==> config.mk <==
export PLATFORM = sky130hd
export DESIGN_NAME = i2c_regbank_target
export DESIGN_NICKNAME = d
export VERILOG_FILES = /design/src/rtl/i2cx_pkg.sv /design/src/rtl/i2cx_line_filter.sv /design/src/rtl/i2cx_reg_bank.sv /design/src/rtl/i2cx_bus_fsm.sv /design/src/rtl/i2c_regbank_target.sv
export SDC_FILE = /design/constraint.sdc
export NUM_CORES = 1
export LEC_CHECK = 0
export BUFFER_PORTS_ARGS = -buffer_cell sky130_fd_sc_hd__buf_2
export CAP_MARGIN = 20
export CORE_MARGIN = 3
export CORE_UTILIZATION = 30
export CTS_CLUSTER_SIZE = 28
export DETAILED_ROUTE_END_ITERATION = 8
export GPL_ROUTABILITY_DRIVEN = 0
export PLACE_DENSITY = 0.48
export SYNTH_ARGS = -nofsm -noshare
export SYNTH_HDL_FRONTEND = slang
export SYNTH_HIERARCHICAL = 1
export SYNTH_SLANG_ARGS = --single-unit
==> constraint.sdc <==
create_clock -name clk_i -period 2.5 [get_ports clk_i]
set_input_delay 0.25 -clock clk_i [delete_from_list [all_inputs] [get_ports clk_i]]
set_output_delay 0.25 -clock clk_i [all_outputs]
set_load 0.1 [all_outputs]
==> src/rtl/i2cx_pkg.sv <==
package i2cx_pkg;
  localparam int unsigned DW      = 8;
  localparam int unsigned PTR_W   = 2;
  localparam int unsigned CNT_W   = $clog2(DW + 1);
  localparam logic [4:0]  ADDR_HI = 5'b11100;

  localparam logic [PTR_W-1:0] IDX_IN  = 2'd0;
  localparam logic [PTR_W-1:0] IDX_OUT = 2'd1;
  localparam logic [PTR_W-1:0] IDX_POL = 2'd2;
  localparam logic [PTR_W-1:0] IDX_DIR = 2'd3;

  localparam logic [DW-1:0] RST_OUT = '1;
  localparam logic [DW-1:0] RST_POL = '0;
  localparam logic [DW-1:0] RST_DIR = '1;

  typedef enum logic [2:0] {
    PH_IDLE,
    PH_RX,
    PH_SACK,
    PH_TX,
    PH_HACK
  } phase_e;
endpackage

==> src/rtl/i2cx_line_filter.sv <==
module i2cx_line_filter #(
  parameter int unsigned SYNC_STAGES = 2,
  parameter int unsigned TAPS        = 3
) (
  input  logic clk_i,
  input  logic rst_ni,
  input  logic line_i,
  output logic line_o
);
  localparam int unsigned CW = $clog2(TAPS + 1);

  logic [SYNC_STAGES-1:0] sync_q;
  logic [TAPS-1:0]        hist_q;
  logic [CW-1:0]          ones;
  logic                   vote;

  always_comb begin
    ones = '0;
    for (int i = 0; i < TAPS; i++) ones = ones + CW'(hist_q[i]);
    vote = (ones > CW'(TAPS / 2));
  end

  // idle bus level is high
  always_ff @(posedge clk_i or negedge rst_ni) begin
    if (!rst_ni) begin
      sync_q <= '1;
      hist_q <= '1;
      line_o <= 1'b1;
    end else begin
      sync_q <= {sync_q[SYNC_STAGES-2:0], line_i};
      hist_q <= {hist_q[TAPS-2:0], sync_q[SYNC_STAGES-1]};
      line_o <= vote;
    end
  end
endmodule

==> src/rtl/i2cx_reg_bank.sv <==
module i2cx_reg_bank
  import i2cx_pkg::*;
#(
  parameter int unsigned PIN_SYNC = 2
) (
  input  logic             clk_i,
  input  logic             rst_ni,
  input  logic             wr_stb_i,
  input  logic [PTR_W-1:0] sel_i,
  input  logic [DW-1:0]    wr_data_i,
  input  logic             snap_i,
  input  logic [DW-1:0]    pin_i,
  output logic [DW-1:0]    rd_data_o,
  output logic [DW-1:0]    out_o,
  output logic [DW-1:0]    dir_o
);
  logic [DW-1:0] pin_sync_q [PIN_SYNC];
  logic [DW-1:0] snap_q, pol_q, out_q, dir_q;

  for (genvar s = 0; s < PIN_SYNC; s++) begin : g_pin_sync
    always_ff @(posedge clk_i or negedge rst_ni) begin
      if (!rst_ni) pin_sync_q[s] <= '0;
      else if (s == 0) pin_sync_q[s] <= pin_i;
      else pin_sync_q[s] <= pin_sync_q[(s == 0) ? 0 : s-1];
    end
  end

  always_ff @(posedge clk_i or negedge rst_ni) begin
    if (!rst_ni) snap_q <= '0;
    else if (snap_i) snap_q <= pin_sync_q[PIN_SYNC-1];
  end

  // register 0 is read-only
  always_ff @(posedge clk_i or negedge rst_ni) begin
    if (!rst_ni) begin
      out_q <= RST_OUT;
      pol_q <= RST_POL;
      dir_q <= RST_DIR;
    end else if (wr_stb_i) begin
      unique case (sel_i)
        IDX_OUT: out_q <= wr_data_i;
        IDX_POL: pol_q <= wr_data_i;
        IDX_DIR: dir_q <= wr_data_i;
        default: ;
      endcase
    end
  end

  always_comb begin
    unique case (sel_i)
      IDX_IN:  rd_data_o = snap_q ^ pol_q;
      IDX_OUT: rd_data_o = out_q;
      IDX_POL: rd_data_o = pol_q;
      default: rd_data_o = dir_q;
    endcase
  end

  assign out_o = out_q;
  assign dir_o = dir_q;
endmodule

==> src/rtl/i2cx_bus_fsm.sv <==
module i2cx_bus_fsm
  import i2cx_pkg::*;
(
  input  logic             clk_i,
  input  logic             rst_ni,
  input  logic             scl_i,
  input  logic             sda_i,
  input  logic [1:0]       strap_i,
  input  logic [DW-1:0]    rd_data_i,
  output logic [PTR_W-1:0] ptr_o,
  output logic             wr_stb_o,
  output logic [DW-1:0]    wr_data_o,
  output logic             snap_o,
  output logic             sda_drive_o,
  output logic             rd_evt_o,
  output logic             stop_o
);
  phase_e        phase_q;
  logic          scl_q, sda_q;
  logic [CNT_W-1:0] cnt_q;
  logic [DW-1:0] rx_q, tx_q;
  logic          is_addr_q, cmd_next_q, rw_q, hack_q;
  logic          scl_rise, scl_fall, start_det, stop_det, addr_hit;

  assign scl_rise  = scl_i & ~scl_q;
  assign scl_fall  = ~scl_i & scl_q;
  assign start_det = scl_i & scl_q & sda_q & ~sda_i;
  assign stop_det  = scl_i & scl_q & ~sda_q & sda_i;
  assign addr_hit  = (rx_q[DW-1:1] == {ADDR_HI, strap_i});
  assign wr_data_o = rx_q;

  always_ff @(posedge clk_i or negedge rst_ni) begin
    if (!rst_ni) begin
      scl_q <= 1'b1;
      sda_q <= 1'b1;
    end else begin
      scl_q <= scl_i;
      sda_q <= sda_i;
    end
  end

  always_ff @(posedge clk_i or negedge rst_ni) begin
    if (!rst_ni) begin
      phase_q     <= PH_IDLE;
      cnt_q       <= '0;
      rx_q        <= '0;
      tx_q        <= '0;
      is_addr_q   <= 1'b0;
      cmd_next_q  <= 1'b0;
      rw_q        <= 1'b0;
      hack_q      <= 1'b0;
      ptr_o       <= IDX_IN;
      wr_stb_o    <= 1'b0;
      snap_o      <= 1'b0;
      sda_drive_o <= 1'b0;
      rd_evt_o    <= 1'b0;
      stop_o      <= 1'b0;
    end else begin
      wr_stb_o <= 1'b0;
      snap_o   <= 1'b0;
      rd_evt_o <= 1'b0;
      stop_o   <= 1'b0;
      if (stop_det) begin
        phase_q     <= PH_IDLE;
        sda_drive_o <= 1'b0;
        stop_o      <= 1'b1;
      end else if (start_det) begin
        // any Start, even mid-byte, restarts address reception
        phase_q     <= PH_RX;
        cnt_q       <= '0;
        is_addr_q   <= 1'b1;
        cmd_next_q  <= 1'b1;
        rw_q        <= 1'b0;
        sda_drive_o <= 1'b0;
      end else begin
        unique case (phase_q)
          PH_RX: begin
            if (scl_rise && cnt_q != CNT_W'(DW)) begin
              rx_q  <= {rx_q[DW-2:0], sda_i};
              cnt_q <= cnt_q + 1'b1;
            end else if (scl_fall && cnt_q == CNT_W'(DW)) begin
              cnt_q <= '0;
              if (is_addr_q) begin
                is_addr_q <= 1'b0;
                if (addr_hit) begin
                  sda_drive_o <= 1'b1;
                  rw_q        <= rx_q[0];
                  phase_q     <= PH_SACK;
                end else begin
                  phase_q <= PH_IDLE;
                end
              end else begin
                sda_drive_o <= 1'b1;
                phase_q     <= PH_SACK;
                if (cmd_next_q) begin
                  cmd_next_q <= 1'b0;
                  ptr_o      <= rx_q[PTR_W-1:0];
                end else begin
                  wr_stb_o <= 1'b1;
                end
              end
            end
          end
          PH_SACK: begin
            if (scl_rise && rw_q) snap_o <= 1'b1;
            if (scl_fall) begin
              if (rw_q) begin
                tx_q        <= rd_data_i;
                sda_drive_o <= ~rd_data_i[DW-1];
                cnt_q       <= CNT_W'(1);
                phase_q     <= PH_TX;
              end else begin
                sda_drive_o <= 1'b0;
                phase_q     <= PH_RX;
              end
            end
          end
          PH_TX: begin
            if (scl_fall) begin
              if (cnt_q == CNT_W'(DW)) begin
                sda_drive_o <= 1'b0;
                phase_q     <= PH_HACK;
              end else begin
                sda_drive_o <= ~tx_q[DW-2];
                tx_q        <= {tx_q[DW-2:0], 1'b0};
                cnt_q       <= cnt_q + 1'b1;
              end
            end
          end
          PH_HACK: begin
            if (scl_rise) begin
              hack_q   <= ~sda_i;
              snap_o   <= 1'b1;
              rd_evt_o <= 1'b1;
            end
            if (scl_fall) begin
              if (hack_q) begin
                tx_q        <= rd_data_i;
                sda_drive_o <= ~rd_data_i[DW-1];
                cnt_q       <= CNT_W'(1);
                phase_q     <= PH_TX;
              end else begin
                phase_q <= PH_IDLE;
              end
            end
          end
          default: ;
        endcase
      end
    end
  end
endmodule

==> src/rtl/i2c_regbank_target.sv <==
module i2c_regbank_target
  import i2cx_pkg::*;
#(
  parameter int unsigned SYNC_STAGES = 2,
  parameter int unsigned FILT_TAPS   = 3
) (
  input  logic          clk_i,
  input  logic          rst_ni,
  input  logic          scl_i,
  input  logic          sda_i,
  input  logic [1:0]    strap_i,
  input  logic [DW-1:0] pin_i,
  output logic          sda_drive_o,
  output logic [DW-1:0] out_reg_o,
  output logic [DW-1:0] dir_o,
  output logic          rd_evt_o,
  output logic          stop_o
);
  localparam int unsigned N_LINES = 2;

  logic [N_LINES-1:0] raw_lines, flt_lines;
  logic [PTR_W-1:0]   ptr;
  logic               wr_stb, snap;
  logic [DW-1:0]      wr_data, rd_data;

  assign raw_lines = {scl_i, sda_i};

  for (genvar g = 0; g < N_LINES; g++) begin : g_flt
    i2cx_line_filter #(
      .SYNC_STAGES(SYNC_STAGES),
      .TAPS       (FILT_TAPS)
    ) u_flt (
      .clk_i (clk_i),
      .rst_ni(rst_ni),
      .line_i(raw_lines[g]),
      .line_o(flt_lines[g])
    );
  end

  i2cx_bus_fsm u_fsm (
    .clk_i      (clk_i),
    .rst_ni     (rst_ni),
    .scl_i      (flt_lines[1]),
    .sda_i      (flt_lines[0]),
    .strap_i    (strap_i),
    .rd_data_i  (rd_data),
    .ptr_o      (ptr),
    .wr_stb_o   (wr_stb),
    .wr_data_o  (wr_data),
    .snap_o     (snap),
    .sda_drive_o(sda_drive_o),
    .rd_evt_o   (rd_evt_o),
    .stop_o     (stop_o)
  );

  i2cx_reg_bank #(.PIN_SYNC(SYNC_STAGES)) u_bank (
    .clk_i    (clk_i),
    .rst_ni   (rst_ni),
    .wr_stb_i (wr_stb),
    .sel_i    (ptr),
    .wr_data_i(wr_data),
    .snap_i   (snap),
    .pin_i    (pin_i),
    .rd_data_o(rd_data),
    .out_o    (out_reg_o),
    .dir_o    (dir_o)
  );
endmodule

==> flow_metrics.env <==
export IMPL_status="complete, no violations"
export IMPL_dp_hpwl_mm=5.96
export IMPL_synthAdderAreaFrac_pct=1.19
export IMPL_hold_start="u_bank/pin_sync_q[9]$_DFF_PN0_"
export IMPL_synth_commonest_cells="dfrtp_1, mux2_2, dfstp_2"
export IMPL_grt_antenna_before_repair=0
export IMPL_netlist_instances=339
export IMPL_syn_area_sq_um=4220
export IMPL_synth_top_family_by_area="multiplexers"
export IMPL_cpMaxStageDelayCell="dfrtp_1"
export IMPL_port_buffer_count=32
export IMPL_avgViaCountPerCell=4.79
export IMPL_synthMuxAreaShare_pct=15.6
export IMPL_pin_count=33
export IMPL_synth_compound_area_share_pct=10.8
export IMPL_drc=0
export IMPL_worstHoldEndpoint="u_bank/pin_sync_q[1]$_DFF_PN0_"
export IMPL_reg2regPathDepth=5
export IMPL_die_x_um=125
export IMPL_initial_utilization_pct=31.3
export IMPL_grtUsageTotal_pct=11.5
export IMPL_fin_ws_ns=0.302
export IMPL_r2r_end="u_fsm/cnt_q[1]$_DFFE_PN0P_"
export IMPL_tns_ns=0
export IMPL_routedWlPerCell_um=15.4
export IMPL_hold_viol=0
export IMPL_dieHeight_um=125
export IMPL_drv_slew=0
export IMPL_fin_nets=401
export IMPL_rsz0062_at_grt="false"
export IMPL_yosysSeqAreaShare_pct=57.2
export IMPL_ant_nets=0
export IMPL_synthTopCellsByArea="dfrtp_1, dfstp_2, mux2_2"
export IMPL_slew_headroom_pct=54.5
export IMPL_max_slew_worst_pin_slew_ns=0.682
export IMPL_cts_tree="done"
export IMPL_slowest_delay_ns=0.69
export IMPL_max_cap_violations=0
export IMPL_cts_setup_buffers=0
export IMPL_hold_path_class="reg -> reg"
export IMPL_dp_slack_ns=0.328
export IMPL_gr_total_overflow=0
export IMPL_synth_top_area_share_pct=38.5
export IMPL_cts_sinks=95
export IMPL_holdWs_ns=0.348
export IMPL_yosysTopAreaCell="dfrtp_1"
export IMPL_path_class="reg -> reg"
export IMPL_grt_max_degree=53
export IMPL_yosys_warnings=6
export IMPL_worstPathArrival_ns=2.42
export IMPL_antenna_cells=0
export IMPL_grt_first_pass_wirelength_mm=14.2
export IMPL_synth_simple_area_share_pct=11.7
export IMPL_numCtsBuffers=9
export IMPL_finalSetupViolCount=0
export IMPL_synth_edf_count=0
export IMPL_power_density_nw_per_um2=699
export IMPL_crit_path_start_kind="register"
export IMPL_skew_ns=0.00436
export IMPL_r2r_slack_ns=0.30
export IMPL_clkTransAtPathRegs_ns=0.07
export IMPL_path_cells="nor3b_2 > a221oi_1 > o31a_1 > or3_1 > mux2i_1"
export IMPL_synth_most_common_cell="dfrtp_1"
export IMPL_first_pass_iters=4
export IMPL_drt_total_wl_mm=8.69
export IMPL_period_share_pct=87.9
export IMPL_cp_required_ns=2.72
export IMPL_cts_resized=0
export IMPL_ys_types=54
export IMPL_leakage_nw=2.27
export IMPL_syn_nets=357
export IMPL_clk_root_buffer_cell="clkbuf_16"
export IMPL_dieArea_sq_um=15500
export IMPL_synth_xor_area_share_pct=0.830
export IMPL_crit_fanout=17
export IMPL_via_count=2702
export IMPL_timing_rr_start="u_fsm/phase_q[0]$_DFFE_PN0P_"
export IMPL_grt_pass1_vias=2579
export IMPL_area_delta_synth_final_pct=17.3
export IMPL_finalCriticalPeriod_ns=2.20
export IMPL_first_iter_violations=208
export IMPL_max_vdd_ir_drop_v=0.000266
export IMPL_drive_gt1_share_pct=36.6
export IMPL_cts_htree_levels=3
export IMPL_fmax_ghz=0.455
export IMPL_coreArea_sq_um=13500
export IMPL_total_power_mw=3.46
export IMPL_ys_ff_latch=95
export IMPL_ys_flop_type="dfrtp_1"
export IMPL_num_rows=42
export IMPL_setup_worst_path_end_class="register"
export IMPL_synthArstFlopShare_pct=100
export IMPL_syn_avg_cell_area_sq_um=12.5
export IMPL_cts_buffer_depth=2
export IMPL_fill_cells=1287
export IMPL_clkLatencyLatePin_ns=0.34
export IMPL_whs_path_depth=0
[worst max-delay path: cells and delay by family, from the launching register on]
kind | cells | cell delay [ns]
flops | 1 | 0.69
simple gates | 2 | 0.79
mux | 1 | 0.15
compound gates | 2 | 0.44
[per-stage QoR]
stage | util (%) | std cells | area [sq um]
final | 36.7 | 564 | 4950
after global routing | 36.7 | 564 | 4950
after CTS | 36.7 | 564 | 4950
after detailed placement | 33.8 | 537 | 4570
after global placement | 33.8 | 537 | 4570
after floorplan | - | 339 | 4220
[layout by cell type (no fill, tap or decap), drive strengths merged, types with 3 or more instances in the layout]
master / count
nand2b: 3
o21ai: 25
clkinv: 3
dfrtp: 65
nand2: 22
nor3b: 11
xor2: 3
dfstp: 30
clkbuf: 10
nand3b: 4
inv: 9
a22oi: 7
nor2: 14
nand3: 7
mux2: 48
ha: 4
dlygate4sd3: 11
mux2i: 12
o41ai: 3
a21oi: 16
nor3: 5
nor2b: 3
buf: 37
nand4b: 3
[repair_timing]
item / 4_1_cts / 5_1_grt
hold buffers: 11 / 0
hold endpoints to repair: 45 / 0
endpoints found under the setup margin: 0 / 0
[state kept, by name (all words and copies together), names as in the netlist, 2 cells and up]
name,count
g_flt.u_flt/hist_q,6
u_bank/pin_sync_q,16
u_fsm/phase_q,3
u_fsm/wr_data_o,8
u_bank/out_o,8
u_bank/pol_q,8
u_fsm/cnt_q,4
u_fsm/ptr_o,2
u_bank/dir_o,8
g_flt.u_flt/line_o,2
u_bank/snap_q,8
u_fsm/tx_q,7
g_flt.u_flt/sync_q,4
[per-layer routing]
metal	GRT usage, %	share of wire [%]	vias to the layer above
met5	0	0	-
met4	5.80	1.9	0
met3	1.84	2.5	11
met2	16.2	45	45
met1	17.1	51	1323
li1	-	-	1323
[power by group]
part / switching, mW / internal (mW)
Clock: 0.596 / 0.680
Combinational: 0.185 / 0.167
Sequential: 0.175 / 1.66
[worst max path at each step]
stage                                    start                    endpoint  slack (ns)  cells past startpoint
3_3_place_gp      u_fsm/phase_q[1]$_DFFE_PN0P_  u_fsm/cnt_q[0]$_DFFE_PN0P_        0.37                      6
3_5_place_dp      u_fsm/phase_q[0]$_DFFE_PN0P_  u_fsm/cnt_q[1]$_DFFE_PN0P_        0.33                      5
5_1_grt           u_fsm/phase_q[1]$_DFFE_PN0P_  u_fsm/cnt_q[0]$_DFFE_PN0P_        0.15                      5
6_report          u_fsm/phase_q[0]$_DFFE_PN0P_  u_fsm/cnt_q[1]$_DFFE_PN0P_        0.30                      5
2_1_floorplan  g_flt[1].u_flt/line_o$_DFF_PN1_  u_fsm/cnt_q[0]$_DFFE_PN0P_        0.56                      7
4_1_cts           u_fsm/phase_q[0]$_DFFE_PN0P_  u_fsm/cnt_q[1]$_DFFE_PN0P_        0.32                      5
[cell families (layout without fill, tap and decap cells)]
group,count (synthesis),after routing
and+or+nand+nor,82,82
buffers and inverters,22,71
xor gates and xnor gates,4,4
adders and majority gates,4,4
muxes,60,60
DFF,95,95
AOI/OAI and AO/OA,72,72
[cell type report]
class                   count  area (sq um)  share of cell area (%)
inverters                   7          26.3                   0.531
clock inverters             6          43.8                   0.884
repair buffers             48           323                    6.52
clock buffers              10           229                    4.62
well taps                 176           220                    4.45
multi-input cells         222          1700                    34.2
flip-flops and latches     95          2410                    48.8
(Power assumes the default switching activity.)
